### config.mk
export PLATFORM = sky130hd
export DESIGN_NAME = i2cs_regport
export DESIGN_NICKNAME = d
export VERILOG_FILES = /design/src/rtl/i2cs_pkg.sv /design/src/rtl/i2cs_sync.sv /design/src/rtl/i2cs_cond.sv /design/src/rtl/i2cs_ctrl.sv /design/src/rtl/i2cs_regport.sv
export SDC_FILE = /design/constraint.sdc
export NUM_CORES = 1
export LEC_CHECK = 0
export BUFFER_PORTS_ARGS = -buffer_cell sky130_fd_sc_hd__buf_4
export CORE_ASPECT_RATIO = 1.5
export CORE_MARGIN = 4
export CORE_UTILIZATION = 45
export CTS_BUF_LIST = sky130_fd_sc_hd__clkbuf_4 sky130_fd_sc_hd__clkbuf_8
export DETAILED_ROUTE_END_ITERATION = 16
export SLEW_MARGIN = 20
export SYNTH_ARGS = -nofsm -noshare
export SYNTH_HDL_FRONTEND = slang
export SYNTH_HIERARCHICAL = 1
export SYNTH_SLANG_ARGS = --single-unit
### constraint.sdc
create_clock -name clk -period 3.35 [get_ports clk]
set_clock_uncertainty 0.2 [all_clocks]
set_input_delay 0.335 -clock clk [delete_from_list [all_inputs] [get_ports clk]]
set_output_delay 0.335 -clock clk [all_outputs]
set_load 0.1 [all_outputs]
### src/rtl/i2cs_pkg.sv
// Shared types for the two-wire register slave.
// Assumes byte-wide bus transfers; nothing here is tunable per instance.
package i2cs_pkg;
    localparam int BYTE_W = 8;
    localparam int CNT_W  = $clog2(BYTE_W + 1);

    // Controller phase
    typedef enum logic [2:0] {
        ST_IDLE, // waiting for a START
        ST_RX,   // shifting in a byte
        ST_ACK,  // slave drives acknowledge bit
        ST_TX,   // shifting out a read byte
        ST_RACK  // master acknowledge slot after a read byte
    } phase_e;

    // Meaning of the byte being received
    typedef enum logic [1:0] {
        K_ID,
        K_ADDR,
        K_DATA
    } kind_e;
endpackage

### src/rtl/i2cs_sync.sv
// Multi-stage synchronizer for a group of asynchronous input lines.
// Lines reset to the idle-high level. primed_o rises only once the
// pipeline and one further history stage hold sampled values, so that
// a level present during reset is never seen as a transition.
module i2cs_sync #(
    parameter int STAGES = 2,
    parameter int LINES  = 2
) (
    input  logic             clk,
    input  logic             rst_n,
    input  logic [LINES-1:0] in_i,
    output logic [LINES-1:0] out_o,
    output logic             primed_o
);
    localparam int FILL_MAX = STAGES + 1;
    localparam int FILL_W   = $clog2(FILL_MAX + 1);

    logic [FILL_W-1:0] fill;

    for (genvar g = 0; g < LINES; g++) begin : g_line
        logic [STAGES-1:0] pipe;
        // Shift each line through its flop chain
        always_ff @(posedge clk) begin
            if (!rst_n) pipe <= '1;
            else        pipe <= {pipe[STAGES-2:0], in_i[g]};
        end
        assign out_o[g] = pipe[STAGES-1];
    end

    // Count cycles since reset until history is valid
    always_ff @(posedge clk) begin
        if (!rst_n)                        fill <= '0;
        else if (fill != FILL_W'(FILL_MAX)) fill <= fill + 1'b1;
    end

    assign primed_o = (fill == FILL_W'(FILL_MAX));
endmodule

### src/rtl/i2cs_cond.sv
// Bus event detector: SCL edges and START/STOP conditions from the
// synchronized lines. Assumes each bus level lasts several clocks.
module i2cs_cond (
    input  logic clk,
    input  logic rst_n,
    input  logic primed_i,
    input  logic scl_s,
    input  logic sda_s,
    output logic start_o,
    output logic stop_o,
    output logic scl_rise_o,
    output logic scl_fall_o
);
    logic scl_q, sda_q;

    // One-cycle history of both lines
    always_ff @(posedge clk) begin
        if (!rst_n) begin
            scl_q <= 1'b1;
            sda_q <= 1'b1;
        end else begin
            scl_q <= scl_s;
            sda_q <= sda_s;
        end
    end

    assign start_o    = primed_i & scl_s & scl_q & sda_q & ~sda_s;
    assign stop_o     = primed_i & scl_s & scl_q & ~sda_q & sda_s;
    assign scl_rise_o = primed_i & scl_s & ~scl_q;
    assign scl_fall_o = primed_i & ~scl_s & scl_q;
endmodule

### src/rtl/i2cs_ctrl.sv
// Transaction controller: identification byte, address byte, then data
// bytes in either direction, with acknowledge handling and address
// auto-increment. Assumes events from i2cs_cond are single-cycle and
// that reg_rdata follows reg_addr combinationally.
module i2cs_ctrl
    import i2cs_pkg::*;
#(
    parameter int ADDR_W  = 2,
    parameter int STRAP_W = 2,
    parameter logic [BYTE_W-2-STRAP_W:0] ID_PREFIX = 5'b01010
) (
    input  logic               clk,
    input  logic               rst_n,
    input  logic               scl_s,
    input  logic               sda_s,
    input  logic               start_i,
    input  logic               stop_i,
    input  logic               scl_rise_i,
    input  logic               scl_fall_i,
    input  logic [STRAP_W-1:0] strap_i,
    input  logic [BYTE_W-1:0]  reg_rdata,
    output logic               sda_oe,
    output logic [ADDR_W-1:0]  reg_addr,
    output logic               reg_wr,
    output logic [BYTE_W-1:0]  reg_wdata
);
    localparam int PREFIX_W = BYTE_W - 1 - STRAP_W;
    localparam logic [CNT_W-1:0] LAST = CNT_W'(BYTE_W);

    phase_e            state;
    kind_e             kind;
    logic [CNT_W-1:0]  cnt;
    logic [BYTE_W-1:0] rx_sh;
    logic [BYTE_W-1:0] tx_sh;
    logic              is_read;
    logic              mst_ack;
    logic              id_match;

    assign id_match = (rx_sh[BYTE_W-1 -: PREFIX_W] == ID_PREFIX) &&
                      (rx_sh[STRAP_W:1] == strap_i);

    // Bus phase sequencing, shifting and register port control
    always_ff @(posedge clk) begin
        if (!rst_n) begin
            state     <= ST_IDLE;
            kind      <= K_ID;
            cnt       <= '0;
            rx_sh     <= '0;
            tx_sh     <= '0;
            is_read   <= 1'b0;
            mst_ack   <= 1'b0;
            sda_oe    <= 1'b0;
            reg_addr  <= '0;
            reg_wr    <= 1'b0;
            reg_wdata <= '0;
        end else begin
            reg_wr <= 1'b0;
            if (stop_i) begin
                state  <= ST_IDLE;
                sda_oe <= 1'b0;
            end else if (start_i) begin
                state  <= ST_RX;
                kind   <= K_ID;
                cnt    <= '0;
                sda_oe <= 1'b0;
            end else begin
                case (state)
                    ST_RX: begin
                        if (scl_rise_i && cnt != LAST) begin
                            rx_sh <= {rx_sh[BYTE_W-2:0], sda_s};
                            cnt   <= cnt + 1'b1;
                        end else if (scl_fall_i && cnt == LAST) begin
                            case (kind)
                                K_ID: begin
                                    if (id_match) begin
                                        is_read <= rx_sh[0];
                                        sda_oe  <= 1'b1;
                                        state   <= ST_ACK;
                                    end else begin
                                        state <= ST_IDLE;
                                    end
                                end
                                K_ADDR: begin
                                    reg_addr <= rx_sh[ADDR_W-1:0];
                                    sda_oe   <= 1'b1;
                                    state    <= ST_ACK;
                                end
                                default: begin
                                    reg_wr    <= 1'b1;
                                    reg_wdata <= rx_sh;
                                    sda_oe    <= 1'b1;
                                    state     <= ST_ACK;
                                end
                            endcase
                        end
                    end
                    ST_ACK: begin
                        if (scl_fall_i) begin
                            cnt <= '0;
                            case (kind)
                                K_ID: begin
                                    kind   <= K_ADDR;
                                    sda_oe <= 1'b0;
                                    state  <= ST_RX;
                                end
                                K_ADDR: begin
                                    if (is_read) begin
                                        tx_sh  <= reg_rdata;
                                        sda_oe <= ~reg_rdata[BYTE_W-1];
                                        state  <= ST_TX;
                                    end else begin
                                        kind   <= K_DATA;
                                        sda_oe <= 1'b0;
                                        state  <= ST_RX;
                                    end
                                end
                                default: begin
                                    reg_addr <= reg_addr + 1'b1;
                                    sda_oe   <= 1'b0;
                                    state    <= ST_RX;
                                end
                            endcase
                        end
                    end
                    ST_TX: begin
                        if (scl_rise_i) begin
                            cnt <= cnt + 1'b1;
                        end else if (scl_fall_i) begin
                            if (cnt == LAST) begin
                                sda_oe   <= 1'b0;
                                reg_addr <= reg_addr + 1'b1;
                                state    <= ST_RACK;
                            end else begin
                                tx_sh  <= {tx_sh[BYTE_W-2:0], 1'b0};
                                sda_oe <= ~tx_sh[BYTE_W-2];
                            end
                        end
                    end
                    ST_RACK: begin
                        if (scl_rise_i) begin
                            mst_ack <= ~sda_s;
                        end else if (scl_fall_i) begin
                            if (mst_ack) begin
                                cnt    <= '0;
                                tx_sh  <= reg_rdata;
                                sda_oe <= ~reg_rdata[BYTE_W-1];
                                state  <= ST_TX;
                            end else begin
                                state <= ST_IDLE;
                            end
                        end
                    end
                    default: ;
                endcase
            end
        end
    end

    // Drive only begins while SCL is low
    assert_oe_rise_scl_low_R9: assert property (@(posedge clk) disable iff (!rst_n)
        $rose(sda_oe) |-> !scl_s);

    // Write strobe never lasts two cycles
    assert_wr_one_cycle_R6: assert property (@(posedge clk) disable iff (!rst_n)
        reg_wr |=> !reg_wr);

    // Idle slave never holds SDA
    assert_idle_released_R9: assert property (@(posedge clk) disable iff (!rst_n)
        (state == ST_IDLE) |-> !sda_oe);

    // STOP always lands in idle
    assert_stop_idle_R9: assert property (@(posedge clk) disable iff (!rst_n)
        stop_i |=> (state == ST_IDLE));

    // A START restarts byte reception with SDA released
    assert_start_restart_R10: assert property (@(posedge clk) disable iff (!rst_n)
        start_i |=> (state == ST_RX && kind == K_ID && cnt == '0 && !sda_oe));
endmodule

### src/rtl/i2cs_regport.sv
// Top of the two-wire register slave: synchronizer, bus event detector
// and transaction controller. Assumes the bus runs several times slower
// than clk so each SCL level spans at least four clock cycles.
module i2cs_regport #(
    parameter int ADDR_W      = 2,
    parameter int SYNC_STAGES = 2
) (
    input  logic              clk,
    input  logic              rst_n,
    input  logic              scl_i,
    input  logic              sda_i,
    input  logic [1:0]        strap_i,
    output logic              sda_oe,
    output logic [ADDR_W-1:0] reg_addr,
    output logic              reg_wr,
    output logic [7:0]        reg_wdata,
    input  logic [7:0]        reg_rdata
);
    logic [1:0] lines_s;
    logic       primed;
    logic       start, stop, scl_rise, scl_fall;

    i2cs_sync #(.STAGES(SYNC_STAGES), .LINES(2)) u_sync (
        .clk      (clk),
        .rst_n    (rst_n),
        .in_i     ({sda_i, scl_i}),
        .out_o    (lines_s),
        .primed_o (primed)
    );

    i2cs_cond u_cond (
        .clk        (clk),
        .rst_n      (rst_n),
        .primed_i   (primed),
        .scl_s      (lines_s[0]),
        .sda_s      (lines_s[1]),
        .start_o    (start),
        .stop_o     (stop),
        .scl_rise_o (scl_rise),
        .scl_fall_o (scl_fall)
    );

    i2cs_ctrl #(.ADDR_W(ADDR_W), .STRAP_W(2), .ID_PREFIX(5'b01010)) u_ctrl (
        .clk        (clk),
        .rst_n      (rst_n),
        .scl_s      (lines_s[0]),
        .sda_s      (lines_s[1]),
        .start_i    (start),
        .stop_i     (stop),
        .scl_rise_i (scl_rise),
        .scl_fall_i (scl_fall),
        .strap_i    (strap_i),
        .reg_rdata  (reg_rdata),
        .sda_oe     (sda_oe),
        .reg_addr   (reg_addr),
        .reg_wr     (reg_wr),
        .reg_wdata  (reg_wdata)
    );
endmodule

==> results_dict.tcl <==
set metrics [dict create \
    start_util_pct 46.6 \
    slew_headroom_pct 59.3 \
    drt_first_pass_iters 4 \
    cts_tree "yes" \
    vdd_drop_max_mv 0.266 \
    hp-class "primary input to register" \
    antenna_found_initial 0 \
    grt_overflow 0 \
    drt-total-wl_um 5330 \
    setup_viol 0 \
    port_buffers 25 \
    finalWeightedCongestion 0.902 \
    met2_length_um 2720 \
    fin_ws_ps 865 \
    synthFlopType "dfxtp_1" \
    cp_slowest_cell "dfxtp_1" \
    drt-wirelength-per-cell_um 14.6 \
    die_w_um 67.7 \
    nets 314 \
    dr.first_iter.drc_count 130 \
    viasPerCell 5.47 \
    clock_latency_ps 300 \
    synth-warning-count 6 \
    route.layer.met1.wl_um 2250 \
    cts_buffers 5 \
    yosysUniqueCellTypes 59 \
    synthCells 273 \
    worstPathRequired_ps 3340 \
    syn_to_final_growth_pct 15.0 \
    core_um2 5160 \
    timing.fmax_ghz 0.402 \
    fillers 474 \
    start_kind "register" \
    syn_nets 291 \
    worst_path_most_repeated_cell "o211a_1" \
    dp_hpwl_um 3860 \
    ant_nets 0 \
    max_stage_delay_ps 380 \
    worstSetupPathType "register to register" \
    ys_ff_latch 46 \
    hold_violations 0 \
    htreeDepth 2 \
    die_h_um 97.6 \
    cp_max_fo 9 \
    antenna_cells 0 \
    synthArstFlopShare_pct 0 \
    post_cts_resize_count 0 \
    crit_family "simple AND/OR/NAND/NOR gates" \
    clockBufferDepth 2 \
    drcViolationCount 0 \
    p_per_area_nw_per_um2 382 \
    netlist_area_um2 2410 \
    maxCapViolations 0 \
    leakagePower_nw 1.16 \
    dp_slack_ps 865 \
    arrival_ps 2480 \
    clock_sink_count 46 \
    topRoutingLayerUsed "met4" \
    crit_path_cell_trace "ha_1, nand2_1, nor2_1, buf_4, nand4b_1, o211a_1, a211o_1, or3_1, o211a_1" \
    post-route-min-period_ps 2490 \
    status "finished, final reports clean" \
    cp-end-kind "register" \
    drive_above_1_share_pct 19.5 \
    root_buffer "clkbuf_8" \
    rows 32 \
    ys_seq_area_share_pct 38.3 \
    rsz0062_at_grt "false" \
    grt_pass1_wl_um 8890 \
    grt_max_degree 27 \
    vias 1996 \
    syn_area_per_cell_um2 8.81 \
    postCtsSetupRepairBufs 0 \
    finalCritPeriodShare_pct 74.2 \
    synth_edf_count 0 \
    grt_usage_pct 17.3 \
    die_area_um2 6600 \
    fin_tns_setup_ps 0 \
    ios 26 \
    cts.clk_slew.worst_paths_ps 90 \
    final_cell_mix "dfxtp_1 (46), nand2_1 (33), buf_4 (31)" \
    worst_slew_pin_slew_ps 610 \
    path_buf_inv 1 \
    slew_viol_final 0 \
    final_common_cell "dfxtp_1" \
    route.met3.wl_um 222 \
    grt_pass1_vias 1886 \
]
==> per-layer routing <==
metal / track usage [%] / vias up
li1: - / 1020
met1: 21.3 / 926
met2: 28.5 / 39
met3: 3.13 / 11
met4: 7.03 / 0
met5: 0 / -
==> sequential cells by signal, summed over array words and instances, names as in the netlist, 2 cells and up <==
register,flops
u_ctrl/cnt,4
u_ctrl/reg_wdata,8
u_sync/g_line.pipe,4
u_sync/fill,2
u_ctrl/tx_sh,7
u_ctrl/state,3
u_ctrl/reg_addr,2
u_ctrl/rx_sh,8
u_ctrl/kind,2
==> metrics by stage <==
step                std cells  hold slack, ps  total power (W)  util [%]  area [um2]
CTS                       364            1.82          0.00108      53.4        2760
detailed placement        356             192         0.000652      51.2        2640
floorplan                 273             186         0.000627         -        2410
finish                    365            10.6          0.00106      53.6        2770
global route              365            3.50          0.00111      53.6        2770
global placement          356             189         0.000650      51.2        2640
==> what timing repair did <==
action,in CTS,in global routing
setup endpoints to repair,0,0
hold buffers,0,1
hold endpoints to repair,0,1
==> cell usage after synthesis (all sizes together), types with 2 or more instances <==
library cell / instances / area share, %
and2: 2 / 0.52
and3b: 2 / 0.73
dfxtp: 46 / 38
nand3: 14 / 3.1
nor2: 21 / 3.3
o31ai: 2 / 0.62
clkbuf: 8 / 1.2
o21ai: 5 / 1.0
nand4: 2 / 0.78
or3b: 3 / 1.3
nor2b: 5 / 1.3
a2bb2oi: 2 / 0.73
mux2i: 20 / 8.3
xor2: 3 / 1.1
a211oi: 2 / 0.62
a21oi: 19 / 4.0
nand2b: 9 / 2.3
and3: 2 / 0.52
o211a: 2 / 0.83
nor3b: 6 / 2.5
a31oi: 3 / 0.78
ha: 4 / 2.1
inv: 8 / 1.2
o211ai: 2 / 0.83
nand2: 34 / 5.4
nor4: 4 / 1.7
buf: 8 / 2.1
nor3: 4 / 0.83
mux2: 6 / 2.8
nand3b: 5 / 1.6
==> cell type report <==
cell class                 instances  area (um2)  area share (%)
inverter                           9        33.8            1.22
tap                               68        85.1            3.08
timing repair buffer              32         243            8.77
clock buffer                       5        68.8            2.49
sequential                        46         921            33.3
multi-input combinational        202        1370            49.6
clock inverter                     3        43.8            1.58
==> final timing paths <==
path | slack [ps] | endpoint | cells past startpoint | from
worst max register to register | 860 | u_ctrl/sda_oe | 9 | u_sync/fill[0]
worst min-delay path | 10 | u_sync/g_line[1].pipe[0] | 2 | sda_i
worst min register to register | 210 | u_sync/g_line[0].pipe[1] | 1 | u_sync/g_line[0].pipe[0]
worst max-delay path | 860 | u_ctrl/sda_oe | 9 | u_sync/fill[0]
==> report_power, final <==
part	switching [W]	leakage, nW	internal (W)	total, W
Clock	0.000195	0.0585	0.000224	0.000418
Combinational	0.0000335	0.728	0.0000365	0.0000700
Sequential	0.0000108	0.372	0.000558	0.000568
==> logic make-up (layout without fill, tap and decap cells) <==
group | count (synthesis) | in the layout | share of synthesized area, %
AO/OA/AOI/OAI | 50 | 50 | 14.4
adder cells (fa/ha/maj) | 4 | 4 | 2.08
AND/OR/NAND/NOR | 118 | 118 | 27.9
flip-flops | 46 | 46 | 38.3
buffers and inverters | 25 | 49 | 4.73
multiplexers | 26 | 26 | 11.1
XOR/XNOR | 4 | 4 | 1.46
Note: power is estimated with default switching activity, not from simulation.
